==> config.mk <==
export PLATFORM = sky130hd
export DESIGN_NAME = atomic_lock_arb
export DESIGN_NICKNAME = d
export VERILOG_FILES = /design/src/rtl/atomic_lock_pkg.sv /design/src/rtl/alk_classifier.sv /design/src/rtl/alk_regfile.sv /design/src/rtl/alk_lock_ctrl.sv /design/src/rtl/atomic_lock_arb.sv
export SDC_FILE = /design/constraint.sdc
export NUM_CORES = 1
export LEC_CHECK = 0
export BUFFER_PORTS_ARGS = -buffer_cell sky130_fd_sc_hd__buf_2
export CORE_MARGIN = 5
export CORE_UTILIZATION = 47
export CTS_BUF_LIST = sky130_fd_sc_hd__clkbuf_16
export DETAILED_ROUTE_END_ITERATION = 6
export PLACE_DENSITY = 0.87
export SYNTH_ARGS = -nofsm -noshare
export SYNTH_HDL_FRONTEND = slang
export SYNTH_HIERARCHICAL = 1
export SYNTH_SLANG_ARGS = --single-unit
==> constraint.sdc <==
create_clock -name clk -period 5.2 [get_ports clk]
set_input_delay 1.04 -clock clk [delete_from_list [all_inputs] [get_ports clk]]
set_output_delay 1.04 -clock clk [all_outputs]
set_load 0.005 [all_outputs]
==> src/rtl/atomic_lock_pkg.sv <==
package atomic_lock_pkg;

   // Outcome chosen for one request
   typedef enum logic [1:0] {
      LKD_PASS  = 2'd0,   // plain access, forwarded as is
      LKD_CACHE = 2'd1,   // atomic inside one cacheable line
      LKD_BUS   = 2'd2,   // atomic needing the system bus lock
      LKD_FAULT = 2'd3    // split atomic turned into a fault
   } lk_dec_t;

   // Bytes minus one for a size code, saturating at 2^max_log2
   function automatic int unsigned span_minus_one(input logic [2:0] code,
                                                  input int unsigned max_log2);
      int unsigned n;
      n = (int'(code) > int'(max_log2)) ? max_log2 : int'(code);
      return (32'd1 << n) - 32'd1;
   endfunction

endpackage

==> src/rtl/alk_classifier.sv <==
module alk_classifier
   import atomic_lock_pkg::*;
#(
   parameter int unsigned ADDR_W    = 32,
   parameter int unsigned LINE_LSB  = 6,
   parameter int unsigned MAX_LOG2  = 4,
   parameter bit          USE_ADDER = 1'b1
) (
   input  logic [ADDR_W-1:0] addr,
   input  logic [2:0]        size_code,
   input  logic              locked,
   input  logic              cacheable,
   input  logic              detect_en,
   output logic              split,
   output lk_dec_t           dec
);

   localparam int unsigned LINE_IDX_W = ADDR_W + 1 - LINE_LSB;

   logic [ADDR_W:0]       span;
   logic [LINE_IDX_W-1:0] first_line;
   logic [LINE_IDX_W-1:0] last_line;

   always_comb begin
      span = (ADDR_W+1)'(span_minus_one(size_code, MAX_LOG2));
   end

   assign first_line = {1'b0, addr[ADDR_W-1:LINE_LSB]};

   generate
      if (USE_ADDER) begin : g_adder
         // Full-width sum: a carry out of the top bit marks a wrap as split
         logic [ADDR_W:0] last_byte;
         assign last_byte = {1'b0, addr} + span;
         assign last_line = last_byte[ADDR_W:LINE_LSB];
      end else begin : g_offset
         // Narrow sum on the in-line offset only; a carry means a crossing
         logic [LINE_LSB:0] off_sum;
         assign off_sum   = {1'b0, addr[LINE_LSB-1:0]} + span[LINE_LSB:0];
         assign last_line = first_line + LINE_IDX_W'(off_sum[LINE_LSB]);
      end
   endgenerate

   assign split = (last_line != first_line);

   always_comb begin
      if (!locked) begin
         dec = LKD_PASS;
      end else if (split) begin
         dec = detect_en ? LKD_FAULT : LKD_BUS;
      end else if (cacheable) begin
         dec = LKD_CACHE;
      end else begin
         dec = LKD_BUS;
      end
   end

endmodule

==> src/rtl/alk_regfile.sv <==
module alk_regfile #(
   parameter int unsigned        REG_AW      = 12,
   parameter int unsigned        REG_DW      = 32,
   parameter logic [REG_AW-1:0]  CTRL_ADDR   = 12'h033,
   parameter int unsigned        CTRL_EN_BIT = 29,
   parameter logic [REG_AW-1:0]  CAP_ADDR    = 12'h0CF,
   parameter int unsigned        CAP_BIT     = 5,
   parameter bit                 RD_PIPE     = 1'b0
) (
   input  logic              clk,
   input  logic              rst_n,
   input  logic              reg_we,
   input  logic [REG_AW-1:0] reg_addr,
   input  logic [REG_DW-1:0] reg_wdata,
   output logic [REG_DW-1:0] reg_rdata,
   output logic              detect_en
);

   localparam logic [REG_DW-1:0] EN_MASK  = REG_DW'(1) << CTRL_EN_BIT;
   localparam logic [REG_DW-1:0] CAP_WORD = REG_DW'(1) << CAP_BIT;

   logic              en_q;
   logic [REG_DW-1:0] rd_next;

   always_ff @(posedge clk) begin
      if (!rst_n) begin
         en_q <= 1'b0;
      end else if (reg_we && (reg_addr == CTRL_ADDR)) begin
         en_q <= |(reg_wdata & EN_MASK);
      end
   end

   always_comb begin
      if (reg_addr == CTRL_ADDR) begin
         rd_next = en_q ? EN_MASK : '0;
      end else if (reg_addr == CAP_ADDR) begin
         rd_next = CAP_WORD;
      end else begin
         rd_next = '0;
      end
   end

   generate
      if (RD_PIPE) begin : g_rd_flop
         logic [REG_DW-1:0] rd_q;
         always_ff @(posedge clk) begin
            if (!rst_n) rd_q <= '0;
            else        rd_q <= rd_next;
         end
         assign reg_rdata = rd_q;
      end else begin : g_rd_comb
         assign reg_rdata = rd_next;
      end
   endgenerate

   assign detect_en = en_q;

   AST_EN_WRITE: assert property (@(posedge clk) disable iff (!rst_n)
      (reg_we && reg_addr == CTRL_ADDR) |=> (detect_en == $past(reg_wdata[CTRL_EN_BIT])));

endmodule

==> src/rtl/alk_lock_ctrl.sv <==
module alk_lock_ctrl
   import atomic_lock_pkg::*;
#(
   parameter int unsigned ADDR_W = 32
) (
   input  logic              clk,
   input  logic              rst_n,
   input  logic              req_valid,
   output logic              req_ready,
   input  logic [ADDR_W-1:0] req_addr,
   input  lk_dec_t           dec,
   input  logic              lock_done,
   output logic              fwd_valid,
   output logic [ADDR_W-1:0] fwd_addr,
   output logic              cache_lock,
   output logic              bus_lock,
   output logic              fault_valid,
   output logic [ADDR_W-1:0] fault_addr
);

   logic              bus_q;
   logic              fwd_q;
   logic              cl_q;
   logic              flt_q;
   logic [ADDR_W-1:0] faddr_q;
   logic [ADDR_W-1:0] fwaddr_q;
   logic              accept;

   assign req_ready = !bus_q;
   assign accept    = req_valid && !bus_q;

   always_ff @(posedge clk) begin
      if (!rst_n) begin
         bus_q    <= 1'b0;
         fwd_q    <= 1'b0;
         cl_q     <= 1'b0;
         flt_q    <= 1'b0;
         faddr_q  <= '0;
         fwaddr_q <= '0;
      end else begin
         fwd_q <= 1'b0;
         cl_q  <= 1'b0;
         flt_q <= 1'b0;
         if (bus_q && lock_done) begin
            bus_q <= 1'b0;
         end
         if (accept) begin
            unique case (dec)
               LKD_PASS: begin
                  fwd_q    <= 1'b1;
                  fwaddr_q <= req_addr;
               end
               LKD_CACHE: begin
                  fwd_q    <= 1'b1;
                  cl_q     <= 1'b1;
                  fwaddr_q <= req_addr;
               end
               LKD_BUS: begin
                  fwd_q    <= 1'b1;
                  bus_q    <= 1'b1;
                  fwaddr_q <= req_addr;
               end
               LKD_FAULT: begin
                  flt_q   <= 1'b1;
                  faddr_q <= req_addr;
               end
               default: ;
            endcase
         end
      end
   end

   assign fwd_valid   = fwd_q;
   assign fwd_addr    = fwaddr_q;
   assign cache_lock  = cl_q;
   assign bus_lock    = bus_q;
   assign fault_valid = flt_q;
   assign fault_addr  = faddr_q;

   AST_BUS_HOLD: assert property (@(posedge clk) disable iff (!rst_n)
      (bus_lock && !lock_done) |=> bus_lock);

   AST_NO_ACCEPT_HELD: assert property (@(posedge clk) disable iff (!rst_n)
      bus_lock |=> (!fwd_valid && !fault_valid && !cache_lock));

   AST_FAULT_EXCLUSIVE: assert property (@(posedge clk) disable iff (!rst_n)
      fault_valid |-> (!fwd_valid && !bus_lock && !cache_lock));

   AST_CACHE_NO_BUS: assert property (@(posedge clk) disable iff (!rst_n)
      cache_lock |-> (!bus_lock && fwd_valid));

endmodule

==> src/rtl/atomic_lock_arb.sv <==
module atomic_lock_arb
   import atomic_lock_pkg::*;
#(
   parameter int unsigned        ADDR_W      = 32,
   parameter int unsigned        LINE_BYTES  = 64,
   parameter int unsigned        MAX_LOG2    = 4,
   parameter int unsigned        REG_AW      = 12,
   parameter int unsigned        REG_DW      = 32,
   parameter logic [REG_AW-1:0]  CTRL_ADDR   = 12'h033,
   parameter int unsigned        CTRL_EN_BIT = 29,
   parameter logic [REG_AW-1:0]  CAP_ADDR    = 12'h0CF,
   parameter int unsigned        CAP_BIT     = 5,
   parameter bit                 RD_PIPE     = 1'b0,
   parameter bit                 USE_ADDER   = 1'b1
) (
   input  logic              clk,
   input  logic              rst_n,
   input  logic              req_valid,
   output logic              req_ready,
   input  logic [ADDR_W-1:0] req_addr,
   input  logic [2:0]        req_size,
   input  logic              req_locked,
   input  logic              req_cacheable,
   output logic              fwd_valid,
   output logic [ADDR_W-1:0] fwd_addr,
   output logic              cache_lock,
   output logic              bus_lock,
   input  logic              lock_done,
   output logic              fault_valid,
   output logic [ADDR_W-1:0] fault_addr,
   input  logic              reg_we,
   input  logic [REG_AW-1:0] reg_addr,
   input  logic [REG_DW-1:0] reg_wdata,
   output logic [REG_DW-1:0] reg_rdata
);

   localparam int unsigned LINE_LSB = $clog2(LINE_BYTES);

   generate
      if ((1 << LINE_LSB) != LINE_BYTES) begin : g_chk_line
         $error("LINE_BYTES must be a power of two");
      end
      if ((1 << MAX_LOG2) > LINE_BYTES) begin : g_chk_size
         $error("largest operand must fit inside one line");
      end
      if (LINE_LSB >= ADDR_W) begin : g_chk_addr
         $error("address too narrow for the line size");
      end
      if (CTRL_EN_BIT >= REG_DW || CAP_BIT >= REG_DW) begin : g_chk_bits
         $error("register bit position outside the data width");
      end
      if (CTRL_ADDR == CAP_ADDR) begin : g_chk_map
         $error("control and capability registers overlap");
      end
   endgenerate

   logic    detect_en;
   logic    split;
   lk_dec_t dec;

   alk_regfile #(
      .REG_AW(REG_AW), .REG_DW(REG_DW), .CTRL_ADDR(CTRL_ADDR),
      .CTRL_EN_BIT(CTRL_EN_BIT), .CAP_ADDR(CAP_ADDR), .CAP_BIT(CAP_BIT),
      .RD_PIPE(RD_PIPE)
   ) regs_i (
      .clk(clk), .rst_n(rst_n), .reg_we(reg_we), .reg_addr(reg_addr),
      .reg_wdata(reg_wdata), .reg_rdata(reg_rdata), .detect_en(detect_en)
   );

   alk_classifier #(
      .ADDR_W(ADDR_W), .LINE_LSB(LINE_LSB), .MAX_LOG2(MAX_LOG2),
      .USE_ADDER(USE_ADDER)
   ) cls_i (
      .addr(req_addr), .size_code(req_size), .locked(req_locked),
      .cacheable(req_cacheable), .detect_en(detect_en), .split(split),
      .dec(dec)
   );

   alk_lock_ctrl #(
      .ADDR_W(ADDR_W)
   ) ctl_i (
      .clk(clk), .rst_n(rst_n), .req_valid(req_valid), .req_ready(req_ready),
      .req_addr(req_addr), .dec(dec), .lock_done(lock_done),
      .fwd_valid(fwd_valid), .fwd_addr(fwd_addr), .cache_lock(cache_lock),
      .bus_lock(bus_lock), .fault_valid(fault_valid), .fault_addr(fault_addr)
   );

   AST_FAULT_NEEDS_EN: assert property (@(posedge clk) disable iff (!rst_n)
      fault_valid |-> $past(detect_en));

   AST_UNCACHED_FIT_NO_FAULT: assert property (@(posedge clk) disable iff (!rst_n)
      (req_valid && req_ready && req_locked && !req_cacheable && !split)
      |=> (bus_lock && !fault_valid));

endmodule

==> results of run 1 <==
[worst min-delay path by stage]
stage	slack, ps	endpoint
6_report	450	ctl_i/fault_addr[29]$_SDFFE_PN0P_
4_1_cts	450	ctl_i/fault_addr[29]$_SDFFE_PN0P_
3_5_place_dp	450	ctl_i/fault_addr[29]$_SDFFE_PN0P_
3_3_place_gp	440	ctl_i/fault_addr[30]$_SDFFE_PN0P_
2_1_floorplan	450	regs_i/detect_en$_SDFFE_PN0P_
5_1_grt	480	ctl_i/fault_addr[30]$_SDFFE_PN0P_
[flip-flops by register name, summed over array words and instances, names as in the netlist]
| name | flops |
|---|---|
| ctl_i/bus_lock | 1 |
| ctl_i/cache_lock | 1 |
| ctl_i/fault_addr | 32 |
| ctl_i/fault_valid | 1 |
| ctl_i/fwd_addr | 32 |
| ctl_i/fwd_valid | 1 |
| regs_i/detect_en | 1 |
[worst max-delay path, delay by kind of cell]
family	cells	cell delay, ps
adders and majority gates	1	310
buffers and inverters	2	360
and+or+nand+nor	6	1170
muxes	1	360
AOI/OAI and AO/OA	6	1630
[where the power goes]
group          switching [W]  internal [W]
clock network       0.000222      0.000417
registers         0.00000877      0.000547
logic               0.000261      0.000167
total               0.000492       0.00113
[cell usage in the layout, fill, tap and decap left out, types with 3 or more instances in the layout]
cell,count
nor2_1,35
a21o_1,6
or4_1,6
a31oi_1,7
o21a_1,7
nand4_1,9
xnor2_1,18
dfxtp_1,69
nand2b_1,3
inv_1,8
o21ai_2,3
a22oi_1,3
o311ai_0,4
nand2_1,120
nand3_1,43
xor2_1,10
nor3_1,14
o211a_1,3
a211oi_1,3
buf_2,125
o21ai_0,21
clkbuf_16,9
ha_1,32
o21ai_1,40
nand4b_1,3
o2111ai_1,5
conb_1,56
nor4_1,3
o211ai_1,3
or3_1,4
a32oi_1,3
a21oi_1,40
mux2i_1,38
[cell type report]
| cell class | count | area [um2] | share of cell area |
|---|---|---|---|
| clock buffers | 9 | 225 | 0.0363 |
| clock inverters | 7 | 91.3 | 0.0147 |
| inverters | 8 | 30.0 | 0.00485 |
| multi-input cells | 586 | 3620 | 0.584 |
| flip-flops and latches | 69 | 1380 | 0.223 |
| well taps | 140 | 175 | 0.0283 |
| repair buffers | 128 | 673 | 0.109 |
[layer usage]
metal / part of all wire / GRT usage
met1: 0.43 / 0.283
met2: 0.46 / 0.343
met3: 0.082 / 0.0316
met4: 0.030 / 0.0915
met5: 0 / 0
[stage by stage]
step | hold WS, ps | util | instances
after global routing | 475 | 0.572 | 947
after global placement | 442 | 0.542 | 931
after detailed placement | 447 | 0.542 | 931
final | 451 | 0.572 | 947
after CTS | 454 | 0.572 | 947
after floorplan | 451 | - | 715
==> impl_metrics.toml, run 1 <==
[worst_setup_path]
cp_slowest_cell = "a2111o_1"
cp_max_fo = 65
critical-path-max-stage-delay_ps = 440
arrival_ps = 4900
critPathCaptureType = "flip-flop"
critPathCapture = "ctl_i/fault_addr[31]$_SDFFE_PN0P_"
r2r_start = "regs_i/detect_en$_SDFFE_PN0P_"
startpoint = "req_size[1]"
cp.required_ps = 5400
crit-reg2reg-capture = "ctl_i/fault_addr[31]$_SDFFE_PN0P_"
ff2ff_path_depth = 6
worstSetupPathType = "input port to flip-flop"
critPathLaunchType = "input port"
worstPathCellList = "buf_2 -> or2_2 -> ha_1 -> o311ai_4 -> o211a_1 -> o21bai_1 -> or4_1 -> nand4b_1 -> a2111o_1 -> a2111o_1 -> nor3_2 -> mux2i_1 -> nand4b_1 -> buf_12 -> nand3_1 -> o21ai_1"
rrSetupSlack_ps = 3720

[hold_path]
min_from = "ctl_i/fault_addr[29]$_SDFFE_PN0P_"
hold_class = "flip-flop to flip-flop"
hold_depth = 2

[floorplan]
io_pins = 187
core_area_um2 = 10800
die_x_um = 115
die_y_um = 115
dieArea_um2 = 13300
rows = 38
initial_core_util = 0.481

[cts]
numCtsBuffers = 9
clock_sink_count = 69
cts.repair.resized = 0
cts_buffer_depth = 2
htree_levels = 3
tritoncts = "yes"
clk_pin_slew_ps = 60
post_cts.repair.setup_buffers = 0
postCtsHoldBufs = 0
clkLatencyLatePin_ps = 330
cts_root_buffer = "clkbuf_16"

[placement]
io_buffer_count = 125
dp.final_hpwl_um = 11500
dp_slack_ps = 248
gp_congestion = 0.967
dpl_cell_area_um2 = 5880

[detailed_routing]
drc = 0
drt_wl_total_um = 14800
viasPerCell = 5.70
avgRoutedWirePerCell_um = 15.6
drtIter0Drc = 581
drt-pass1-iter-count = 5
drtAntennaViolNets = 0
num_vias = 5396

[timing]
clock.fmax_mhz = 213
period_minus_slack_ps = 4700
rsz0062_at_grt = "no"
max-slew-margin-rel = 0.582
setup_ws_ps = 505
drv_slew = 0
fin_skew_ps = 3.84
tightest_slew_ps = 626
setup_viol_count_final = 0
setup-tns-final_ps = 0
post-route-period-util = 0.903
hold_violations = 0

[yosys]
avgSynthCellArea_um2 = 7.87
synth_cells = 662
ys.warnings.count = 6
syn_area_um2 = 5210

[global_routing]
gr-usage-all-layers = 0.213
grt_max_degree = 67
antenna_found_initial = 0
overflow = 0
grt_pass1_vias = 4770
grt_pass1_wl_um = 23000

[run]
max-cap-violations = 0

[pwr]
total_power_w = 0.00162
ir_worst_vdd_mv = 0.217
p_leak_nw = 2.87
power_per_cell_area_nw_per_um2 = 262

[final_layout]
drive_above_1_share = 0.204
finalInstanceArea_um2 = 6200
area_delta_synth_final_pct = 18.9
n_fill_cell = 984
diodes = 0
nNetsFinal = 920

[run_status]
status = "finished clean"
Note: power is estimated with default switching activity, not from simulation.
==> run 2: changes to the inputs <==
CORE_ASPECT_RATIO = 0.9   (was not set)
clock period = 5.5 ns   (was 5.2 ns; I/O delays follow)
==> run 2 against run 1 <==
  * Utilization rose by 0.84 points
  * Register-to-register slack improved by 120 ps
  * Wire length rose by 5.7%
  * Combinational power fell by 3%
  * Clock power rose by 11%
  * Die area barely moved
  * Non-clock buffer count rose by 2
  * Cell count rose by 1.5%
  * First-iteration DRC count rose by 13%
  * Critical path type unchanged
==> impl_metrics.toml, run 2 (same netlist as run 1, synthesis figures left out) <==
[run_status]
status = "finished clean"

[detailed_routing]
drt-pass1-iter-count = 5
avgRoutedWirePerCell_um = 16.2
drtAntennaViolNets = 0
drc = 0
num_vias = 5487
drtIter0Drc = 657
viasPerCell = 5.71
drt_wl_total_um = 15600

[global_routing]
antenna_found_initial = 0
grt_pass1_wl_um = 24200
grt_pass1_vias = 5055
overflow = 0
gr-usage-all-layers = 0.224
grt_max_degree = 101

[worst_setup_path]
critPathLaunchType = "input port"
arrival_ps = 5270
critPathCaptureType = "flip-flop"
cp.required_ps = 5740
rrSetupSlack_ps = 3840
worstSetupPathType = "input port to flip-flop"
cp_max_fo = 12

[cts]
numCtsBuffers = 9
postCtsHoldBufs = 0
post_cts.repair.setup_buffers = 0
clkLatencyLatePin_ps = 320
clk_pin_slew_ps = 60
cts.repair.resized = 0
htree_levels = 3
cts_root_buffer = "clkbuf_16"
tritoncts = "yes"
cts_buffer_depth = 2
clock_sink_count = 69

[timing]
drv_slew = 0
setup-tns-final_ps = 0
rsz0062_at_grt = "no"
tightest_slew_ps = 932
setup_ws_ps = 472
hold_violations = 0
fin_skew_ps = 4.68
period_minus_slack_ps = 5030
max-slew-margin-rel = 0.379
hold_ws_ps = 451
setup_viol_count_final = 0
clock.fmax_mhz = 199
post-route-period-util = 0.914

[placement]
dp.final_hpwl_um = 12000
gp_congestion = 0.993
dp_cells = 945
io_buffer_count = 125
dp_slack_ps = 277
dpl_cell_area_um2 = 5930

[final_layout]
final_common_cell = "buf_2"
n_fill_cell = 975
area_delta_synth_final_pct = 20.9
finalInstanceArea_um2 = 6300
drive_above_1_share = 0.208
nNetsFinal = 922
layout_common_cells = "buf_2, nand2_1, dfxtp_1, conb_1, nand3_1"
fin_cells = 961
diodes = 0

[floorplan]
io_pins = 187
core_area_um2 = 10900
initial_core_util = 0.480
die_x_um = 121
dieArea_um2 = 13300
die_y_um = 110
rows = 36

[pwr]
ir_worst_vdd_mv = 0.124
p_leak_nw = 2.91
power_per_cell_area_nw_per_um2 = 262

[hold_path]
hold_class = "flip-flop to flip-flop"

[run]
max-cap-violations = 0
## run 2: cell types whose count changed in the layout (fill, tap and decap cells not counted), sizes merged
cell    previous run  this run
buf              128       130
bufinv             2         4
clkinv             4         2
## run 2: where the power goes
| group | total (W) | leakage [nW] | internal, W | switching (W) |
|---|---|---|---|---|
| Combinational | 0.000414 | 2.16 | 0.000161 | 0.000253 |
| Sequential | 0.000526 | 0.562 | 0.000517 | 0.00000871 |
| Clock | 0.000709 | 0.180 | 0.000492 | 0.000217 |
## run 2: area by class of cell
type / instances / area [um2] / share of cell area
well taps: 152 / 190 / 0.0302
inverters: 8 / 30.0 / 0.00477
clock inverters: 7 / 146 / 0.0232
flip-flops and latches: 69 / 1380 / 0.219
repair buffers: 130 / 703 / 0.112
multi-input cells: 586 / 3620 / 0.575
clock buffers: 9 / 225 / 0.0358
## run 2: worst max-delay path, cell delays in order
cell      delay, ps
buf_2           130
or2_2           290
ha_1            320
o311ai_4        140
o211a_1         270
o21bai_1        340
or4_1           180
nand4b_1        100
a2111o_1        460
a2111o_1        370
nor3_2          270
mux2i_1         390
a21o_2          450
buf_12          210
mux2i_1         230
## run 2: path summary, 6_finish.rpt
path,start,cells past startpoint,to
worst max-delay path,req_size[1],15,ctl_i/fwd_addr[7]$_SDFFE_PN0P_
worst max register to register,regs_i/detect_en$_SDFFE_PN0P_,5,ctl_i/fwd_addr[7]$_SDFFE_PN0P_
worst min register to register,ctl_i/fault_addr[22]$_SDFFE_PN0P_,2,ctl_i/fault_addr[22]$_SDFFE_PN0P_
worst min-delay path,ctl_i/fault_addr[22]$_SDFFE_PN0P_,2,ctl_i/fault_addr[22]$_SDFFE_PN0P_
## run 2: metrics by stage
stage	power (W)	util
6_report	0.00165	0.580
5_1_grt	0.00172	0.580
4_1_cts	0.00163	0.580
3_5_place_dp	0.000919	0.546
3_3_place_gp	0.000913	0.546
2_1_floorplan	0.000827	-
## run 2: per-layer routing
metal | up-vias | share of wire | GRT usage
met4 | 0 | 0.020 | 0.0736
met3 | 32 | 0.099 | 0.0391
met2 | 319 | 0.47 | 0.376
li1 | 2625 | - | -
met5 | - | 0 | 0
met1 | 2511 | 0.41 | 0.293
==> run 3: changes to the inputs <==
PLACE_DENSITY = 0.76   (was 0.87)
==> run 3 against run 2 <==
  * Register-to-register slack improved by 170 ps
  * Critical path type unchanged
  * Worst setup slack better by 190 ps
  * Via count is 1.7% lower
  * Flip-flop and latch count stayed put
  * Sequential power hardly changed
  * Total power fell by 0.48%
  * Sequential share of layout area rose by 0.11 points
  * Largest cell class unchanged
==> impl_metrics.toml, run 3 (same netlist as run 1, synthesis figures left out) <==
[run_status]
status = "finished clean"

[final_layout]
nNetsFinal = 923
fin_cells = 962
n_fill_cell = 1008
area_delta_synth_final_pct = 20.2
layout_common_cells = "buf_2, nand2_1, dfxtp_1, conb_1, nand3_1"
final_common_cell = "buf_2"
diodes = 0
fin_util = 0.577
drive_above_1_share = 0.209

[timing]
post-route-period-util = 0.879
setup_viol_count_final = 0
setup-tns-final_ps = 0
period_minus_slack_ps = 4840
hold_violations = 0
drv_slew = 0
rsz0062_at_grt = "no"
setup_ws_ps = 665
fin_skew_ps = 5.02
hold_ws_ps = 452
max-slew-margin-rel = 0.283
clock.fmax_mhz = 207
tightest_slew_ps = 1080

[cts]
clkLatencyLatePin_ps = 330
cts_root_buffer = "clkbuf_16"
post_cts.repair.setup_buffers = 0
clock_sink_count = 69
numCtsBuffers = 9
cts.repair.resized = 0
tritoncts = "yes"
clk_pin_slew_ps = 60
cts_buffer_depth = 2
postCtsHoldBufs = 0
htree_levels = 3

[floorplan]
core_area_um2 = 10900
io_pins = 187
dieArea_um2 = 13300
die_x_um = 121
rows = 36
die_y_um = 110
initial_core_util = 0.480

[pwr]
p_seq_frac = 0.320
switching_share = 0.288
ir_worst_vdd_mv = 0.152
power_per_cell_area_nw_per_um2 = 262
p_clk_frac = 0.431
p_leak_nw = 2.89
pwr-share-comb = 0.249
p_int_w = 0.00117
power.switching_w = 0.000473

[global_routing]
antenna_found_initial = 0
grt_pass1_wl_um = 23700
met2_usage = 0.350
use_met3 = 0.0319
grt_pass1_vias = 4839
overflow = 0
gr-usage-all-layers = 0.219
grt.busiest_layer = "met2"
met1_usage = 0.305
grt_max_degree = 65

[worst_setup_path]
cp.required_ps = 5750
critPathLaunchType = "input port"
critPathCaptureType = "flip-flop"
worstSetupPathType = "input port to flip-flop"
arrival_ps = 5080
cp_max_fo = 20

[placement]
dp.final_hpwl_um = 12000
io_buffer_count = 125
dp_slack_ps = 400
dp_cells = 946
gp_congestion = 0.923

[detailed_routing]
avgRoutedWirePerCell_um = 15.8
num_vias = 5396
drtAntennaViolNets = 0
viasPerCell = 5.61
drt-pass1-iter-count = 5
drtIter0Drc = 566
drt_wl_total_um = 15200
drc = 0

[run]
max-cap-violations = 0

[hold_path]
hold_class = "flip-flop to flip-flop"
## run 3: cell types whose count changed in the layout (fill, tap and decap cells not counted), sizes merged
cell and delta:
buf +1
## run 3: worst paths after layout
check	start	end	slack, ps	cells after the start
worst max-delay path	req_size[1]	ctl_i/fwd_addr[11]$_SDFFE_PN0P_	660	15
worst min-delay path	ctl_i/fault_addr[20]$_SDFFE_PN0P_	ctl_i/fault_addr[20]$_SDFFE_PN0P_	450	2
worst max register to register	regs_i/detect_en$_SDFFE_PN0P_	ctl_i/fwd_addr[11]$_SDFFE_PN0P_	4010	5
worst min register to register	ctl_i/fault_addr[20]$_SDFFE_PN0P_	ctl_i/fault_addr[20]$_SDFFE_PN0P_	450	2
## run 3: critical path: stages
cell and delay (ps):
buf_2 130, or2_2 290, ha_1 310, o311ai_4 130
o211a_1 260, o21bai_1 340, or4_1 180, nand4b_1 120
a2111o_1 440, a2111o_1 370, nor3_2 280, mux2i_1 350
a21o_2 180, buf_4 330, mux2i_1 250
## run 3: final cells by class
type | instances | area (um2) | share of cell area
multi-input combinational | 586 | 3620 | 0.578
sequential | 69 | 1380 | 0.220
timing repair buffer | 131 | 671 | 0.107
clock buffer | 9 | 225 | 0.0359
tap | 152 | 190 | 0.0304
clock inverter | 7 | 146 | 0.0234
inverter | 8 | 30.0 | 0.00479
## run 3: power groups by stage
| stage | Clock [W] | Sequential [W] | Combinational, W |
|---|---|---|---|
| 5_1_grt | 0.000743 | 0.000527 | 0.000451 |
| 6_report | 0.000706 | 0.000525 | 0.000408 |
| 4_1_cts | 0.000718 | 0.000525 | 0.000382 |
| 3_5_place_dp | 0 | 0.000536 | 0.000381 |
| 3_3_place_gp | 0 | 0.000536 | 0.000377 |
| 2_1_floorplan | 0 | 0.000537 | 0.000290 |
## run 3: per-stage QoR
stage,instance area (um2),power [W]
4_1_cts,6260,0.00163
5_1_grt,6260,0.00172
2_1_floorplan,5410,0.000827
3_5_place_dp,5890,0.000916
6_report,6260,0.00164
3_3_place_gp,5890,0.000913
## run 3: per-layer routing
layer  part of all wire  routed length, um
met2               0.45               6860
met3              0.087               1330
met1               0.44               6720
met4              0.018                276
met5                  0                  0
